[src/rtl/ebus_pkg.sv]
package ebus_pkg;

    localparam int NSPACE = 4;
    localparam int SEL_W  = $clog2(NSPACE);
    localparam int CFG_W  = 2 * NSPACE;

    // Bus-side phase of the current cycle
    typedef enum logic [1:0] {
        PH_IDLE   = 2'd0,
        PH_LEAD   = 2'd1,
        PH_STROBE = 2'd2,
        PH_TRAIL  = 2'd3
    } phase_e;

    // Registered sequencer state
    typedef enum logic [1:0] {
        ST_READY  = 2'd0,
        ST_STROBE = 2'd1,
        ST_TRAIL  = 2'd2
    } state_e;

    typedef struct packed {
        logic             write;
        logic [1:0]       be;
        logic [SEL_W-1:0] space;
    } req_ctl_t;

    // Spacing bits live in the upper half of the configuration word
    function automatic logic [NSPACE-1:0] spacing_bits(input logic [CFG_W-1:0] cfg);
        return cfg[NSPACE +: NSPACE];
    endfunction

    // Guard bits live in the lower half
    function automatic logic [NSPACE-1:0] guard_bits(input logic [CFG_W-1:0] cfg);
        return cfg[0 +: NSPACE];
    endfunction

    function automatic logic [NSPACE-1:0] space_onehot(input logic [SEL_W-1:0] sp);
        logic [NSPACE-1:0] v;
        v = '0;
        v[sp] = 1'b1;
        return v;
    endfunction

endpackage

[src/rtl/ebus_cfg_reg.sv]
module ebus_cfg_reg
    import ebus_pkg::*;
(
    input  logic             clk,
    input  logic             rst,
    input  logic             we,
    input  logic [CFG_W-1:0] wdata,
    output logic [CFG_W-1:0] cfg_q
);

    always_ff @(posedge clk) begin
        if (rst) begin
            cfg_q <= '1;
        end else if (we) begin
            cfg_q <= wdata;
        end
    end

    a_r9_reset_all_ones: assert property (@(posedge clk)
        rst |=> (cfg_q == {CFG_W{1'b1}}));

    a_r9_write_lands: assert property (@(posedge clk) disable iff (rst)
        we |=> (cfg_q == $past(wdata)));

endmodule

[src/rtl/ebus_req_hold.sv]
module ebus_req_hold
    import ebus_pkg::*;
#(
    parameter int AW      = 24,
    parameter int DW      = 16,
    parameter int SEL_LSB = 22
)(
    input  logic             clk,
    input  logic             rst,
    input  logic             load,
    input  logic             in_ready,
    input  logic             req_write,
    input  logic [AW-1:0]    req_addr,
    input  logic [1:0]       req_be,
    input  logic [DW-1:0]    req_wdata,
    output req_ctl_t         cur_ctl,
    output logic [AW-1:0]    cur_addr,
    output logic [DW-1:0]    cur_wdata
);

    req_ctl_t      ctl_q, ctl_in;
    logic [AW-1:0] addr_q;
    logic [DW-1:0] wdata_q;

    always_comb begin
        ctl_in.write = req_write;
        ctl_in.be    = req_be;
        ctl_in.space = req_addr[SEL_LSB +: SEL_W];
    end

    always_ff @(posedge clk) begin
        if (rst) begin
            ctl_q   <= '0;
            addr_q  <= '0;
            wdata_q <= '0;
        end else if (load) begin
            ctl_q   <= ctl_in;
            addr_q  <= req_addr;
            wdata_q <= req_wdata;
        end
    end

    // In the ready state the live request is used, so an access can start
    // in the very cycle the request appears.
    always_comb begin
        if (in_ready) begin
            cur_ctl   = ctl_in;
            cur_addr  = req_addr;
            cur_wdata = req_wdata;
        end else begin
            cur_ctl   = ctl_q;
            cur_addr  = addr_q;
            cur_wdata = wdata_q;
        end
    end

    a_r4_hold_stable: assert property (@(posedge clk) disable iff (rst)
        (!in_ready && !load) |=> ($stable(addr_q) && $stable(wdata_q)));

endmodule

[src/rtl/ebus_seq_fsm.sv]
module ebus_seq_fsm
    import ebus_pkg::*;
(
    input  logic              clk,
    input  logic              rst,
    input  logic              req_valid,
    input  logic [SEL_W-1:0]  cur_space,
    input  logic [NSPACE-1:0] spacing_en,
    input  logic [NSPACE-1:0] guard_en,
    output phase_e            phase,
    output logic              in_ready,
    output logic              guard_active,
    output logic              start
);

    state_e           st_q, st_d;
    logic             guard_q;
    logic             end_q;
    logic [SEL_W-1:0] end_sp_q;
    logic             need_gap;
    logic             last_cycle;

    // A dead cycle is due only when the previous access ended in the cycle
    // before this one and targeted the same space.
    always_comb begin
        in_ready     = (st_q == ST_READY);
        need_gap     = end_q && (end_sp_q == cur_space) && spacing_en[cur_space];
        start        = in_ready && req_valid && !need_gap;
        guard_active = in_ready ? guard_en[cur_space] : guard_q;
    end

    always_comb begin
        unique case (st_q)
            ST_READY: begin
                if (start) phase = guard_en[cur_space] ? PH_LEAD : PH_STROBE;
                else       phase = PH_IDLE;
            end
            ST_STROBE: phase = PH_STROBE;
            ST_TRAIL:  phase = PH_TRAIL;
            default:   phase = PH_IDLE;
        endcase
    end

    always_comb begin
        last_cycle = ((phase == PH_STROBE) && !guard_active) || (phase == PH_TRAIL);
    end

    always_comb begin
        st_d = st_q;
        unique case (st_q)
            ST_READY:  if (start && guard_en[cur_space]) st_d = ST_STROBE;
            ST_STROBE: st_d = guard_q ? ST_TRAIL : ST_READY;
            ST_TRAIL:  st_d = ST_READY;
            default:   st_d = ST_READY;
        endcase
    end

    always_ff @(posedge clk) begin
        if (rst) begin
            st_q     <= ST_READY;
            guard_q  <= 1'b0;
            end_q    <= 1'b0;
            end_sp_q <= '0;
        end else begin
            st_q  <= st_d;
            end_q <= last_cycle;
            if (start)      guard_q  <= guard_en[cur_space];
            if (last_cycle) end_sp_q <= cur_space;
        end
    end

    a_r4_lead_to_strobe: assert property (@(posedge clk) disable iff (rst)
        (phase == PH_LEAD) |=> (phase == PH_STROBE));

    a_r4_strobe_to_trail: assert property (@(posedge clk) disable iff (rst)
        (phase == PH_STROBE && guard_active) |=> (phase == PH_TRAIL));

    a_r10_guard_frozen: assert property (@(posedge clk) disable iff (rst)
        (phase == PH_LEAD) |=> guard_active);

endmodule

[src/rtl/ebus_pin_drv.sv]
module ebus_pin_drv
    import ebus_pkg::*;
#(
    parameter int AW = 24,
    parameter int DW = 16
)(
    input  logic              clk,
    input  logic              rst,
    input  phase_e            phase,
    input  req_ctl_t          cur_ctl,
    input  logic [AW-1:0]     cur_addr,
    input  logic [DW-1:0]     cur_wdata,
    input  logic [DW-1:0]     bus_din,
    output logic [NSPACE-1:0] bus_cs_n,
    output logic              bus_rd_n,
    output logic              bus_wrh_n,
    output logic              bus_wrl_n,
    output logic [AW-1:0]     bus_addr,
    output logic [DW-1:0]     bus_dout,
    output logic              bus_doe,
    output logic              ack,
    output logic [DW-1:0]     rdata_q
);

    logic active;
    logic strobe;
    logic [NSPACE-1:0] sel;

    always_comb begin
        active = (phase != PH_IDLE);
        strobe = (phase == PH_STROBE);
        sel    = space_onehot(cur_ctl.space);
    end

    for (genvar i = 0; i < NSPACE; i++) begin : g_cs
        always_comb bus_cs_n[i] = !(active && sel[i]);
    end

    always_comb begin
        bus_rd_n  = !(strobe && !cur_ctl.write);
        bus_wrh_n = !(strobe && cur_ctl.write && cur_ctl.be[1]);
        bus_wrl_n = !(strobe && cur_ctl.write && cur_ctl.be[0]);
        bus_addr  = cur_addr;
        bus_dout  = cur_wdata;
        bus_doe   = active && cur_ctl.write;
        ack       = strobe;
    end

    always_ff @(posedge clk) begin
        if (rst) begin
            rdata_q <= '0;
        end else if (strobe && !cur_ctl.write) begin
            rdata_q <= bus_din;
        end
    end

    a_r8_read_capture: assert property (@(posedge clk) disable iff (rst)
        (!bus_rd_n) |=> (rdata_q == $past(bus_din)));

    a_r7_doe_needs_cs: assert property (@(posedge clk) disable iff (rst)
        bus_doe |-> (bus_cs_n != {NSPACE{1'b1}}));

endmodule

[src/rtl/ebus_strobe_seq.sv]
module ebus_strobe_seq
    import ebus_pkg::*;
#(
    parameter int AW      = 24,
    parameter int DW      = 16,
    parameter int SEL_LSB = 22
)(
    input  logic              clk,
    input  logic              rst,
    input  logic              cfg_we,
    input  logic [CFG_W-1:0]  cfg_wdata,
    output logic [CFG_W-1:0]  cfg_rdata,
    input  logic              req_valid,
    input  logic              req_write,
    input  logic [AW-1:0]     req_addr,
    input  logic [1:0]        req_be,
    input  logic [DW-1:0]     req_wdata,
    output logic              req_ack,
    output logic [DW-1:0]     req_rdata,
    output logic [NSPACE-1:0] bus_cs_n,
    output logic              bus_rd_n,
    output logic              bus_wrh_n,
    output logic              bus_wrl_n,
    output logic [AW-1:0]     bus_addr,
    output logic [DW-1:0]     bus_dout,
    output logic              bus_doe,
    input  logic [DW-1:0]     bus_din
);

    logic [CFG_W-1:0] cfg_q;
    phase_e           phase;
    logic             in_ready;
    logic             guard_active;
    logic             start;
    req_ctl_t         cur_ctl;
    logic [AW-1:0]    cur_addr;
    logic [DW-1:0]    cur_wdata;

    ebus_cfg_reg u_cfg (
        .clk   (clk),
        .rst   (rst),
        .we    (cfg_we),
        .wdata (cfg_wdata),
        .cfg_q (cfg_q)
    );

    ebus_req_hold #(.AW(AW), .DW(DW), .SEL_LSB(SEL_LSB)) u_hold (
        .clk       (clk),
        .rst       (rst),
        .load      (start),
        .in_ready  (in_ready),
        .req_write (req_write),
        .req_addr  (req_addr),
        .req_be    (req_be),
        .req_wdata (req_wdata),
        .cur_ctl   (cur_ctl),
        .cur_addr  (cur_addr),
        .cur_wdata (cur_wdata)
    );

    ebus_seq_fsm u_fsm (
        .clk          (clk),
        .rst          (rst),
        .req_valid    (req_valid),
        .cur_space    (cur_ctl.space),
        .spacing_en   (spacing_bits(cfg_q)),
        .guard_en     (guard_bits(cfg_q)),
        .phase        (phase),
        .in_ready     (in_ready),
        .guard_active (guard_active),
        .start        (start)
    );

    ebus_pin_drv #(.AW(AW), .DW(DW)) u_pins (
        .clk       (clk),
        .rst       (rst),
        .phase     (phase),
        .cur_ctl   (cur_ctl),
        .cur_addr  (cur_addr),
        .cur_wdata (cur_wdata),
        .bus_din   (bus_din),
        .bus_cs_n  (bus_cs_n),
        .bus_rd_n  (bus_rd_n),
        .bus_wrh_n (bus_wrh_n),
        .bus_wrl_n (bus_wrl_n),
        .bus_addr  (bus_addr),
        .bus_dout  (bus_dout),
        .bus_doe   (bus_doe),
        .ack       (req_ack),
        .rdata_q   (req_rdata)
    );

    assign cfg_rdata = cfg_q;

    a_r2_cs_onehot: assert property (@(posedge clk) disable iff (rst)
        $onehot0(~bus_cs_n));

    a_r4_strobe_inside_cs: assert property (@(posedge clk) disable iff (rst)
        (!bus_rd_n || !bus_wrh_n || !bus_wrl_n) |-> (bus_cs_n != {NSPACE{1'b1}}));

    a_r4_trail_cs_only: assert property (@(posedge clk) disable iff (rst)
        (req_ack && guard_active) |=>
            ((bus_cs_n == $past(bus_cs_n)) && bus_rd_n && bus_wrh_n && bus_wrl_n));

    a_r7_trail_data_hold: assert property (@(posedge clk) disable iff (rst)
        (req_ack && bus_doe && guard_active) |=> (bus_doe && $stable(bus_dout)));

    a_r8_single_ack: assert property (@(posedge clk) disable iff (rst)
        req_ack |=> !req_ack || !guard_active);

    a_r1_quiet_after_reset: assert property (@(posedge clk)
        rst |=> (bus_cs_n == {NSPACE{1'b1}} || !rst) && !(rst && req_ack));

endmodule

[config.mk]
export PLATFORM = sky130hd
export DESIGN_NAME = ebus_strobe_seq
export DESIGN_NICKNAME = d
export VERILOG_FILES = /design/src/rtl/ebus_pkg.sv /design/src/rtl/ebus_cfg_reg.sv /design/src/rtl/ebus_req_hold.sv /design/src/rtl/ebus_seq_fsm.sv /design/src/rtl/ebus_pin_drv.sv /design/src/rtl/ebus_strobe_seq.sv
export SDC_FILE = /design/constraint.sdc
export NUM_CORES = 1
export LEC_CHECK = 0
export BUFFER_PORTS_ARGS = -buffer_cell sky130_fd_sc_hd__buf_2
export CELL_PAD_IN_SITES_DETAIL_PLACEMENT = 1
export CELL_PAD_IN_SITES_GLOBAL_PLACEMENT = 1
export CORE_MARGIN = 1.5
export CORE_UTILIZATION = 36
export CTS_CLUSTER_DIAMETER = 30
export DETAILED_ROUTE_END_ITERATION = 16
export PLACE_DENSITY = 0.82
export SKIP_LAST_GASP = 1
export SYNTH_ARGS = -nofsm -noshare
export SYNTH_HDL_FRONTEND = slang
export SYNTH_SLANG_ARGS = --single-unit
[constraint.sdc]
create_clock -name clk -period 3.8 [get_ports clk]
set_clock_uncertainty 0.15 [all_clocks]
set_input_delay 0 -clock clk [delete_from_list [all_inputs] [get_ports clk]]
set_output_delay 0 -clock clk [all_outputs]
set_load 0.01 [all_outputs]
After elaboration in Yosys (flattened, before gate mapping)

Cells that the tools add are included.

Input bits: 71
Memories kept: 0
Memory bits (read-only): 0
RAM bits: 0
Register bits: 75
Bits in latches: 0
Output and inout port bits: 73
Logic and storage cells: 64

Shift-type cells: 0
Bitwise operators: 0
Multiply operators: 0
Eq/ne operators: 6
Reduce and logical (&&, ||, !) cells: 29
Muxes and demuxes: 16
Order comparisons: 2
$add $sub $neg: 0
Divide/modulo/power cells: 0

Operators by type and width:

| operator                                                          | count |
|---|---|
| 2-to-1 mux 24 bit                                                 | 1 |
| logical AND 1 bit                                                 | 16 |
| 2-to-1 mux 16 bit                                                 | 1 |
| logical NOT 1 bit                                                 | 10 |
| 2-to-1 mux 2 bit                                                  | 4 |
| == test 2 bit, second input constant                              | 3 |
| case mux 2 bit (3 select lines)                                   | 1 |
| 2-to-1 mux 5 bit                                                  | 1 |
| binary-select mux 1 bit (select 2 bit)                            | 2 |
| 2-to-1 mux 1 bit                                                  | 4 |
| case mux 2 bit (2 select lines)                                   | 1 |
| less-than comparator 2 x 3 -> 1 bit, second input constant        | 1 |
| demux 1 bit (select 2 bit)                                        | 1 |
| == test 2 x 1 -> 1 bit, second input constant                     | 1 |
| == test 2 bit                                                     | 1 |
| greater-or-equal comparator 2 x 1 -> 1 bit, second input constant | 1 |
| logical NOT 2 bit                                                 | 1 |
| inequality test 2 x 1 -> 1 bit, second input constant             | 1 |
| nonzero test 2 bit                                                | 1 |
| logical OR 1 bit                                                  | 1 |

Longest topological paths before layout

Gate-level depths: netlist of run 1.

Depth in word-level cells: 13
Gate-level depth with buffers: 12
Depth with buffers taken out: 9

Modules after synthesis

From an unflattened synthesis of run 1, not the netlist that was laid out.

Cells, all modules: 388
Area, all modules: 4145.2 sq um

Modules (own cells, without submodules):

| module        | area each (sq um) | cells an instance | instances |
|---|---|---|---|
| ebus_req_hold | 2284.7            | 189               | 1 |
| ebus_pin_drv  | 1097.3            | 120               | 1 |
| ebus_seq_fsm  | 460.4             | 53                | 1 |
| ebus_cfg_reg  | 302.8             | 26                | 1 |

Worst setup path after synthesis of run 1

OpenSTA, ideal clock, no wires.

Path kind: register -> register
Start: reg u_fsm.st_q[1]
End: reg u_pins.rdata_q[0]
Period minus slack after synthesis: 2635 ps
Arrival time: 2413 ps
Path buffers: 3
Setup slack: 1165 ps
Setup time: 72 ps
Stages on the path, launching flop included: 13
Cells stage by stage: dfxtp_1 > inv_1 > ha_1 > buf_6 > mux2i_1 > inv_2 > xnor2_2 > o2111ai_4 > a32o_1 > nor3b_2 > buf_6 > buf_12 > mux2i_1

Cells in the longest elaborated chain, start to end: 11

RTL lines:

| what                                                                               | RTL line                               | text |
|---|---|---|
| from (decl)                                                                        | ebus_seq_fsm.sv:16                     | `state_e st_q, st_d;` |
| from (signal assigned)                                                             | ebus_seq_fsm.sv:65                     | `st_q <= st_d;` |
| logical NOT 2 bit                                                                  | ebus_seq_fsm.sv:26, ebus_seq_fsm.sv:33 |  |
| 2-to-1 mux 5 bit                                                                   | ebus_req_hold.sv:46                    | `if (in_ready) begin` |
| binary-select mux 1 bit (select 2 bit) / == test 2 bit (equally long branches)     | ebus_seq_fsm.sv:27                     | `need_gap = end_q && (end_sp_q == cur_space) && spacing_en[cur_space];` |
| 2-to-1 mux 1 bit (implied by the code) / logical AND 1 bit (equally long branches) | ebus_seq_fsm.sv:27                     |  |
| logical AND 1 bit                                                                  | ebus_seq_fsm.sv:27                     |  |
| logical NOT 1 bit                                                                  | ebus_seq_fsm.sv:28                     | `start = in_ready && req_valid && !need_gap;` |
| logical AND 1 bit                                                                  | ebus_seq_fsm.sv:28                     |  |
| 2-to-1 mux 2 bit                                                                   | ebus_seq_fsm.sv:35                     | `if (start) phase = guard_en[cur_space] ? PH_LEAD : PH_STROBE;` |
| case mux 2 bit (3 select lines)                                                    | ebus_seq_fsm.sv:33                     | `unique case (st_q)` |
| == test 2 bit                                                                      | ebus_pin_drv.sv:31                     | `strobe = (phase == PH_STROBE);` |
| logical AND 1 bit *                                                                | ebus_pin_drv.sv:52                     | `end else if (strobe && !cur_ctl.write) begin` |
| to (signal assigned)                                                               | ebus_pin_drv.sv:53                     | `rdata_q <= bus_din;` |
| to (decl)                                                                          | ebus_pin_drv.sv:22                     | `output logic [DW-1:0] rdata_q` |

Every way passes the cells marked *; elsewhere a longest branch is shown, timed or not. The select of a mux whose other input is x is not followed.
A chain may end at the register's enable or synchronous reset.

Worst setup path after layout of run 1

Start: reg u_fsm.st_q[1]
End: out bus_rd_n

Cells in the longest elaborated chain, start to end: 12

RTL lines:

| what                                                                               | RTL line                               | text |
|---|---|---|
| logical NOT 2 bit                                                                  | ebus_seq_fsm.sv:26, ebus_seq_fsm.sv:33 |  |
| 2-to-1 mux 5 bit                                                                   | ebus_req_hold.sv:46                    |  |
| binary-select mux 1 bit (select 2 bit) / == test 2 bit (equally long branches)     | ebus_seq_fsm.sv:27                     |  |
| 2-to-1 mux 1 bit (implied by the code) / logical AND 1 bit (equally long branches) | ebus_seq_fsm.sv:27                     |  |
| logical AND 1 bit                                                                  | ebus_seq_fsm.sv:27                     |  |
| logical NOT 1 bit                                                                  | ebus_seq_fsm.sv:28                     |  |
| logical AND 1 bit                                                                  | ebus_seq_fsm.sv:28                     |  |
| 2-to-1 mux 2 bit                                                                   | ebus_seq_fsm.sv:35                     |  |
| case mux 2 bit (3 select lines)                                                    | ebus_seq_fsm.sv:33                     |  |
| == test 2 bit                                                                      | ebus_pin_drv.sv:31                     |  |
| logical AND 1 bit *                                                                | ebus_pin_drv.sv:40                     | `bus_rd_n = !(strobe && !cur_ctl.write);` |
| logical NOT 1 bit *                                                                | ebus_pin_drv.sv:40                     |  |
| to (decl)                                                                          | ebus_strobe_seq.sv:21                  | `output logic bus_rd_n,` |

Marked as above.

==> reports/qor.yml, run 1 <==
outcome: "finished, final reports clean"
cts_root_buf: "clkbuf_8"
crit_path_end_kind: "output port"
final.setup.worst_slack_ns: 0.466
power_density_nw_per_um2: 401
synth_seq_cells: 73
synth-compound-area-share: 0.0803
synth_edf_count: 0
synth_cell_types: 39
finalWeightedCongestion: 0.801
antenna_found_initial: 0
p_leak_nw: 2.44
hold_viol_final: 0
slew_viol_final: 0
path_buf_inv: 4
crit_chain: "inv_1 -> ha_2 -> mux2i_1 -> xor2_2 -> o2111ai_4 -> a32o_1 -> nor3b_4 -> buf_4 -> inv_1 -> buf_2"
ys.flop_type: "dfxtp_1"
drt_pre_antenna_iters: 4
netlist_instances: 367
timing.setup.tns_ns: 0
worst-endpoint-arrival_ns: 3.18
num_io_pins: 144
dp_cells: 622
htree_levels: 3
area_growth_pct: 47.1
final_nets: 650
grt_usage: 0.229
initial_core_util: 0.374
critical_path_class: "reg2out"
cts_buffer_depth: 2
muxShareOfSynthArea: 0.296
port_buffers: 143
cp_max_fo: 17
dp_hpwl_mm: 6.97
ys_seq_area_frac: 0.398
dieArea_sq_um: 10800
worstMarginPinSlew_ns: 0.920
vias: 3514
routedWlPerCell_um: 17.0
rsz0062_at_grt: "no"
cts_tree: "done"
ys_warn_count: 0
crit_slowest_cell: "mux2i_1"
cpLargestDelayFamily: "buffers and inverters"
required_ns: 3.65
drt_iter0_drc: 86
wl_mm: 12.1
yosys.area_share.adder: 0.0102
diodes: 0
synth_xor_area_frac: 0.00885
cts.sinks: 73
clk_pin_slew_ns: 0.08
route.detailed.drc: 0
peakVddDrop_uv: 159
viasPerCell: 4.93
syn_avg_cell_area_sq_um: 10.0
final_layout_size_suffix_gt1_frac: 0.359
setup_viol: 0
critPathMaxStageDelay_ns: 0.47
min_period_ns: 3.33
synth-async-reset-ratio: 0
synth_top_family_by_area: "multiplexers"
clock.fmax_ghz: 0.300
pre_cts_slack_ns: 0.777
nFillCells: 1176
maxCapViolCount: 0
syn_nets: 441
hold_ws_ns: 0.136
fp-row-count: 36
post-cts-setup-buffers: 0
clk_latency_ns: 0.35
grt_max_degree: 62
cts_inserted_buffers: 9
post_cts_resized: 0
drt.antenna.violating_nets: 0
period_share: 0.877
worst_path_most_repeated_cell: "inv_1"
slew_headroom: 0.387
start_kind: "flop"
grt_pass1_wl_mm: 19.8
min_path_type: "in2reg"
overflow: 0
syn_area_sq_um: 3680
holdBufCountCts: 76
final_util: 0.551
dieWidth_um: 104
stdcell_count: 713
synth-simple-area-share: 0.164
coreArea_sq_um: 9820
die_h_um: 104
grt_pass1_vias: 3921
[worst register-to-register path, cell delays in order (launching register included)]
cell and delay [ns]:
dfxtp_1 0.36, inv_1 0.13, ha_2 0.32, mux2i_1 0.47
xor2_2 0.28, o2111ai_4 0.20, a32o_1 0.35, nor3b_4 0.19
buf_4 0.31, mux2i_1 0.24
[synthesized netlist by cell type, types with 2 or more instances]
cell type,n,share of area
or3_1,3,0.0051
o21ai_0,6,0.0082
clkbuf_1,12,0.012
nand3_1,7,0.0095
mux2i_1,66,0.18
dfxtp_1,73,0.40
nor2_1,47,0.048
o21a_1,2,0.0041
nand2_1,10,0.010
inv_1,6,0.0061
ha_1,3,0.010
a32o_1,2,0.0054
nand2b_1,33,0.056
buf_1,4,0.0041
a211o_1,9,0.021
a21oi_1,3,0.0041
a211oi_1,3,0.0061
nor3_1,4,0.0054
buf_6,2,0.0061
o22ai_1,2,0.0034
nor2b_1,10,0.017
buf_2,6,0.0082
mux2_2,38,0.12
[layout make-up]
cell class	instances	area [sq um]	area share
Clock inverter	3	17.5	0.00324
Tap cell	133	166	0.0308
Timing Repair Buffer	223	1520	0.281
Multi-Input combinational cell	262	2070	0.383
Inverter	7	26.3	0.00486
Sequential cell	73	1460	0.270
Clock buffer	12	145	0.0268
[where the power goes]
group          leakage [nW]  switching, mW  internal [mW]
combinational          1.75          0.381          0.366
sequential            0.600         0.0491          0.840
clock                0.0822          0.286          0.250
total                  2.44          0.716           1.46
[layout by cell type (no fill, tap or decap), types with 2 or more instances in the layout]
master,n
buf_4,3
a21oi_1,3
a32o_1,2
clkinv_2,2
dlygate4sd3_1,76
buf_2,143
nor2_1,47
nand3_1,7
clkbuf_8,10
nor3_1,4
nor2b_1,9
clkbuf_1,2
o21ai_0,6
inv_1,6
o22ai_1,2
a211oi_1,3
a211o_1,9
mux2_2,38
dfxtp_1,73
or3_1,3
ha_1,2
o21a_1,2
nand2b_1,33
mux2i_1,66
nand2_1,10
[logic make-up (layout without fill, tap and decap cells)]
| family | count (synthesis) | count (layout) |
|---|---|---|
| simple gates | 119 | 119 |
| mux | 104 | 104 |
| flops | 73 | 73 |
| compound gates | 34 | 34 |
| buf+inv | 32 | 245 |
| fa+ha+maj | 3 | 3 |
| xor+xnor | 2 | 2 |
[layer usage]
layer,wire length [um],global-route usage
met2,6320,0.419
met4,407,0.112
met1,4720,0.247
met3,651,0.0533
met5,0,0
[sequential cells by signal, indices dropped and copies added, names as in the netlist, 2 cells and up]
name / count
u_pins.rdata_q: 16
u_fsm.st_q: 2
u_hold.ctl_q: 3
u_cfg.cfg_q: 8
u_fsm.end_sp_q: 2
u_hold.wdata_q: 16
u_hold.addr_q: 24
[path summary, 6_finish.rpt]
path / slack [ns] / to / depth (start not counted) / start
worst max register to register: 0.73 / u_pins.rdata_q[11] / 9 / u_fsm.st_q[1]
worst max-delay path: 0.47 / bus_rd_n / 10 / u_fsm.st_q[1]
worst min-delay path: 0.14 / u_hold.addr_q[3] / 2 / rst
worst min register to register: 0.32 / u_pins.rdata_q[4] / 2 / u_pins.rdata_q[4]
[through the flow]
| stage | instance area (sq um) | total power [mW] |
|---|---|---|
| floorplan | 3680 | 1.35 |
| global placement | 4480 | 1.54 |
| detailed placement | 4480 | 1.57 |
| CTS | 5410 | 2.17 |
| global route | 5410 | 2.30 |
| finish | 5410 | 2.17 |
No activity file was read; power rests on OpenSTA's default activity.
==> run 2: changes to the inputs <==
--- a/config.mk
+++ b/config.mk
@@ -13,6 +13,7 @@
 export CTS_CLUSTER_DIAMETER = 30
 export DETAILED_ROUTE_END_ITERATION = 16
 export PLACE_DENSITY = 0.82
+export REMOVE_ABC_BUFFERS = 1
 export SKIP_LAST_GASP = 1
 export SYNTH_ARGS = -nofsm -noshare
 export SYNTH_HDL_FRONTEND = slang
==> reports/qor.yml, run 2 (synthesis results as in run 1) <==
htree_levels: 3  # unchanged
pre_cts_slack_ns: 0.758  # -0.0191 ns
ff2ff_setup_slack_ns: 0.67  # -0.06 ns
layout_commonest_cell: "buf_2"
drt_iter0_drc: 78  # -9.3%
dieWidth_um: 104  # unchanged
slew_headroom: 0.274  # -0.113
initial_core_util: 0.374  # unchanged
largest-register: "u_hold.addr_q"
final.setup.worst_slack_ns: 0.446  # -0.0203 ns
cts_buffer_depth: 2  # unchanged
grt_usage: 0.229  # about the same
wl_mm: 12.2  # +0.54%
route.detailed.drc: 0  # unchanged
rsz0062_at_grt: "no"
dieArea_sq_um: 10800  # unchanged
min_path_type: "in2reg"
fp-row-count: 36  # unchanged
period_share: 0.883  # +0.00535
start_kind: "flop"
antenna_found_initial: 0  # unchanged
top_regs: "u_hold.addr_q (24), u_hold.wdata_q (16), u_pins.rdata_q (16)"
timing.rr.start: "u_fsm.st_q[0]"
clk_latency_ns: 0.36  # about the same
final_nets: 650  # unchanged
cts.sinks: 73  # unchanged
nFillCells: 1167  # -0.77%
final_layout_size_suffix_gt1_frac: 0.363  # +0.00455
grt_pass1_wl_mm: 19.9  # +0.21%
overflow: 0  # unchanged
cts_tree: "done"
setup_viol: 0  # unchanged
dp_hpwl_mm: 7.12  # +2.2%
multi_input_area_sq_um: 2070  # unchanged
r2r-end: "u_pins.rdata_q[2]"
worstMarginPinSlew_ns: 1.09  # +0.170 ns
vias: 3501  # -0.37%
power_density_nw_per_um2: 405  # +0.78%
hold_viol_final: 0  # unchanged
cp_max_fo: 45  # +28
outcome: "finished, final reports clean"
diodes: 0  # unchanged
worstHoldStart: "rst"
cts_root_buf: "clkbuf_8"
largest_reg_flops: 24  # unchanged
slew_viol_final: 0  # unchanged
num_io_pins: 144  # unchanged
cts_inserted_buffers: 9  # unchanged
clock.fmax_ghz: 0.298  # -0.61%
whs_endpoint: "u_hold.addr_q[14]"
critical_path_class: "reg2out"
port_buffers: 143  # unchanged
maxCapViolCount: 0  # unchanged
drt_pre_antenna_iters: 4  # unchanged
rr_worst_depth: 9  # unchanged
power.total_mw: 2.19  # +0.94%
die_h_um: 104  # unchanged
worst-endpoint-arrival_ns: 3.20  # +0.02 ns
min_period_ns: 3.35  # +0.0203 ns
routedWlPerCell_um: 17.0  # +0.40%
grt_pass1_vias: 3964  # +1.1%
hold_depth: 2  # unchanged
finalWeightedCongestion: 0.764  # -4.6%
grt_max_degree: 67  # +8.1%
peakVddDrop_uv: 183  # +15%
startpoint: "u_fsm.st_q[0]"
viasPerCell: 4.90  # -0.51%
clk_pin_slew_ns: 0.08  # about the same
crit_path_end_kind: "output port"
required_ns: 3.65  # about the same
coreArea_sq_um: 9820  # unchanged
post-cts-setup-buffers: 0  # unchanged
final_cell_mix: "buf_2 (143), dlygate4sd3_1 (76), dfxtp_1 (73)"
seqCellArea_sq_um: 1460  # unchanged
area_growth_pct: 47.3
drt.antenna.violating_nets: 0  # unchanged
p_leak_nw: 2.43  # -0.37%
[run 2: cell types whose count changed in the layout (fill, tap and decap cells not counted), sizes merged]
| cell | change |
|---|---|
| clkinvlp | +4 |
| clkbuf | -3 |
[run 2: timing repair]
action | CTS | global route
resized for setup | 0 | 0
hold buffers | 76 | 0
endpoints found under the setup margin | 0 | 0
hold endpoints to repair | 69 | 0
[run 2: worst max path at each step]
stage	to	slack [ns]	cells after the start
finish	bus_rd_n	0.45	10
global route	bus_rd_n	0.15	10
CTS	bus_rd_n	0.43	10
detailed placement	u_pins.rdata_q[1]	0.76	9
global placement	u_pins.rdata_q[1]	0.92	9
floorplan	u_hold.addr_q[0]	-2.18	9
[run 2: metrics by stage]
stage	area, sq um	hold slack, ns	cells	util	TNS (ns)
2_1_floorplan	3540	-0.0809	342	-	-105.13
3_3_place_gp	4480	0.0527	622	0.457	0
3_5_place_dp	4480	0.0634	622	0.457	0
4_1_cts	5420	0.168	714	0.552	0
5_1_grt	5420	0.218	714	0.552	0
6_report	5420	0.159	714	0.552	0
[run 2: cell type report]
cell class,instances,share of cell area
flip-flops and latches,73,0.270
multi-input cells,262,0.383
clock buffers,9,0.0229
repair buffers,223,0.280
clock inverters,7,0.00878
inverters,7,0.00485
well taps,133,0.0307
[run 2: power breakdown]
group	switching, mW	internal [mW]	leakage (nW)
logic	0.379	0.365	1.75
clock network	0.323	0.234	0.0733
registers	0.0508	0.839	0.600
[run 2: layer usage]
| layer | track usage | part of all wire | routed length (um) |
|---|---|---|---|
| met3 | 0.0545 | 0.056 | 676 |
| met2 | 0.438 | 0.53 | 6390 |
| met5 | 0 | 0 | 0 |
| met4 | 0.0962 | 0.026 | 314 |
| met1 | 0.238 | 0.39 | 4780 |
[run 2: worst max-delay path, cell delays in order (launching register included)]
cell and delay, ns:
dfxtp_1 0.34, inv_1 0.12, ha_2 0.37, buf_4 0.53, nand2_1 0.26, nor2_1 0.23, a32oi_4 0.19, nor3b_4 0.22
buf_4 0.33, inv_1 0.09, buf_2 0.15
==> run 3: changes to the inputs <==
--- a/config.mk
+++ b/config.mk
@@ -5,14 +5,15 @@
 export SDC_FILE = /design/constraint.sdc
 export NUM_CORES = 1
 export LEC_CHECK = 0
-export BUFFER_PORTS_ARGS = -buffer_cell sky130_fd_sc_hd__buf_2
+export ABC_AREA = 1
+export BUFFER_PORTS_ARGS = -buffer_cell sky130_fd_sc_hd__buf_4
 export CELL_PAD_IN_SITES_DETAIL_PLACEMENT = 1
 export CELL_PAD_IN_SITES_GLOBAL_PLACEMENT = 1
 export CORE_MARGIN = 1.5
-export CORE_UTILIZATION = 36
+export CORE_UTILIZATION = 33
 export CTS_CLUSTER_DIAMETER = 30
 export DETAILED_ROUTE_END_ITERATION = 16
-export PLACE_DENSITY = 0.82
+export PLACE_DENSITY = 0.83
 export REMOVE_ABC_BUFFERS = 1
 export SKIP_LAST_GASP = 1
 export SYNTH_ARGS = -nofsm -noshare
==> reports/qor.yml, run 3 <==
synth_commonest_cells: "nand2_1 (191), nor2_1 (101), dfxtp_1 (73), o21ai_0 (41), inv_1 (30)"
synth-async-reset-ratio: 0  # unchanged
vias: 4506  # +29%
crit_path_end_kind: "output port"
dpl_cell_area_sq_um: 4770  # +6.4%
ff2ff_setup_slack_ns: 0.61  # -0.06 ns
viasPerCell: 4.90  # -0.11%
yosysMostFrequentCell: "nand2_1"
netlist.area_leader.share: 0.401  # +0.00369
power.total_mw: 4.91  # +120%
grt_max_degree: 69  # +3.0%
cts_inserted_buffers: 9  # unchanged
slew_viol_final: 0  # unchanged
synth_edf_count: 0  # unchanged
hold_viol_final: 0  # unchanged
dieWidth_um: 108  # +3.8%
grt_pass1_wl_mm: 22.8  # +15%
slew_headroom: 0.304  # +0.0299
synth_seq_cells: 73  # unchanged
top_regs: "u_hold.addr_q (24), u_hold.wdata_q (16), u_pins.rdata_q (16)"
timing.rr.start: "u_fsm.st_q[1]"
min_path_type: "in2reg"
drt.antenna.violating_nets: 0  # unchanged
yosys.area.top_type: "dfxtp_1"
power_density_nw_per_um2: 839  # +110%
cts_root_buf: "clkbuf_8"
grt_pass1_vias: 4812  # +21%
final_nets: 849  # +31%
initial_core_util: 0.337  # -0.0369
rr_worst_depth: 15  # +6
die_h_um: 108  # +3.8%
port_buffers: 143  # unchanged
synth_cell_types: 25  # -36%
critical_path_class: "reg2out"
post_cts_resized: 0  # unchanged
clk_pin_slew_ns: 0.08  # about the same
start_kind: "flop"
r2r-end: "u_pins.rdata_q[7]"
maxCapViolCount: 0  # unchanged
worst-endpoint-arrival_ns: 3.36  # +0.16 ns
period_share: 0.924  # +0.0411
ys.flop_type: "dfxtp_1"
required_ns: 3.65  # about the same
ys_warn_count: 0  # unchanged
dp_hpwl_mm: 8.27  # +16%
syn_area_sq_um: 3640  # -0.92%
finalWeightedCongestion: 0.806  # +5.5%
cts_tree: "done"
worstMarginPinSlew_ns: 1.04  # -0.0464 ns
syn_avg_cell_area_sq_um: 6.47  # -35%
ys_top_cells_by_area: "dfxtp_1 (40%), nand2_1 (20%), nor2_1 (10%)"
dieArea_sq_um: 11700  # +7.8%
route.detailed.drc: 0  # unchanged
clk_latency_ns: 0.35  # about the same
p_leak_nw: 2.89  # +19%
rsz0062_at_grt: "no"
startpoint: "u_fsm.st_q[1]"
setup_viol: 0  # unchanged
cts.sinks: 73  # unchanged
htree_levels: 3  # unchanged
ys_seq_area_frac: 0.401  # +0.00369
num_io_pins: 144  # unchanged
wl_mm: 14.3  # +17%
peakVddDrop_uv: 343  # +87%
area_growth_pct: 60.7
final_area_sq_um: 5850  # +8.1%
overflow: 0  # unchanged
fp-row-count: 38  # +5.6%
final_cell_mix: "nand2_1 (191), buf_4 (148), nor2_1 (101)"
whs_endpoint: "u_fsm.end_sp_q[0]"
layout_commonest_cell: "nand2_1"
cts_buffer_depth: 2  # unchanged
cp_max_fo: 21  # -53%
grt_usage: 0.248  # +0.0184
drt_iter0_drc: 210  # +170%
final_layout_size_suffix_gt1_frac: 0.240  # -0.123
netlist_instances: 563  # +53%
diodes: 0  # unchanged
largest_reg_flops: 24  # unchanged
antenna_found_initial: 0  # unchanged
largest-register: "u_hold.addr_q"
coreArea_sq_um: 10800  # +9.9%
min_period_ns: 3.51  # +0.156 ns
hold_depth: 3  # +1
drt_pre_antenna_iters: 4  # unchanged
outcome: "finished, final reports clean"
routedWlPerCell_um: 15.5  # -8.9%
clock.fmax_ghz: 0.285  # -4.4%
worstHoldStart: "rst"
[run 3: cell types whose count changed in the layout (fill, tap and decap cells not counted), moves of 23 or more]
cell / before / now
inv_1: 6 / 29
buf_2: 143 / 0
mux2_2: 38 / 0
nand2_1: 10 / 191
nand2b_1: 33 / 0
mux2i_1: 66 / 0
buf_4: 3 / 148
nor2_1: 47 / 101
o21ai_0: 6 / 41
[run 3: final cells by class]
| class | count | area [sq um] |
|---|---|---|
| Inverter | 31 | 116 |
| Clock inverter | 5 | 78.8 |
| Sequential cell | 73 | 1460 |
| Fill cell | 1375 | 4940 |
| Multi-Input combinational cell | 426 | 1910 |
| Clock buffer | 11 | 141 |
| Timing Repair Buffer | 234 | 1970 |
| Tap cell | 140 | 175 |
[run 3: cell families after synthesis]
family / synth area share
compound gates: 0.100
fa+ha+maj: 0.0103
buf+inv: 0.0766
flops: 0.401
mux: 0.00275
simple gates: 0.409
[run 3: how the worst max path moves through the flow]
stage                         to  slack [ns]  cells after the start
2_1_floorplan   u_hold.addr_q[0]       -0.56                     13
5_1_grt              bus_cs_n[2]       0.006                     16
6_report             bus_cs_n[0]        0.29                     16
4_1_cts              bus_cs_n[2]        0.34                     16
3_5_place_dp   u_hold.addr_q[21]        0.69                     13
3_3_place_gp   u_hold.addr_q[22]        0.87                     13
[run 3: critical path: stages, from the launching register on]
cell     delay (ns)
dfxtp_1        0.35
inv_1          0.14
ha_2           0.48
inv_2          0.29
nand2_2        0.17
nand2_2        0.16
nand2_1        0.11
nand2_1        0.06
nand2_1        0.05
nand2_1        0.07
nand2_2        0.11
nand3_2        0.11
nand2_1        0.11
nand2_2        0.26
nand2_1        0.26
nand3_1        0.11
buf_4          0.16
[run 3: report_power, final]
part	internal, mW	total [mW]	switching, mW
registers	1.01	1.16	0.147
logic	1.16	3.06	1.90
clock network	0.387	0.691	0.304
total	2.56	4.91	2.35
[run 3: timing repair]
| action | CTS | global route |
|---|---|---|
| hold endpoints to repair | 72 | 0 |
| setup buffers | 0 | 0 |
| hold buffers | 86 | 0 |
[run 3: per-layer routing]
layer / share of wire / global-route usage / up-vias
li1: - / - / 2194
met1: 0.40 / 0.268 / 2159
met2: 0.53 / 0.475 / 124
met3: 0.044 / 0.0464 / 29
met4: 0.021 / 0.0902 / 0
met5: 0 / 0 / -
[run 3: stage by stage]
stage | TNS (ns) | cells | utilization | hold slack, ns | worst slack, ns
3_5_place_dp | 0 | 818 | 0.442 | 0.0696 | 0.692
4_1_cts | 0 | 920 | 0.542 | 0.247 | 0.345
3_3_place_gp | 0 | 818 | 0.442 | 0.0629 | 0.873
6_report | 0 | 920 | 0.542 | 0.268 | 0.290
2_1_floorplan | -22.85 | 530 | - | -0.0809 | -0.558
5_1_grt | 0 | 920 | 0.542 | 0.275 | 0.00552
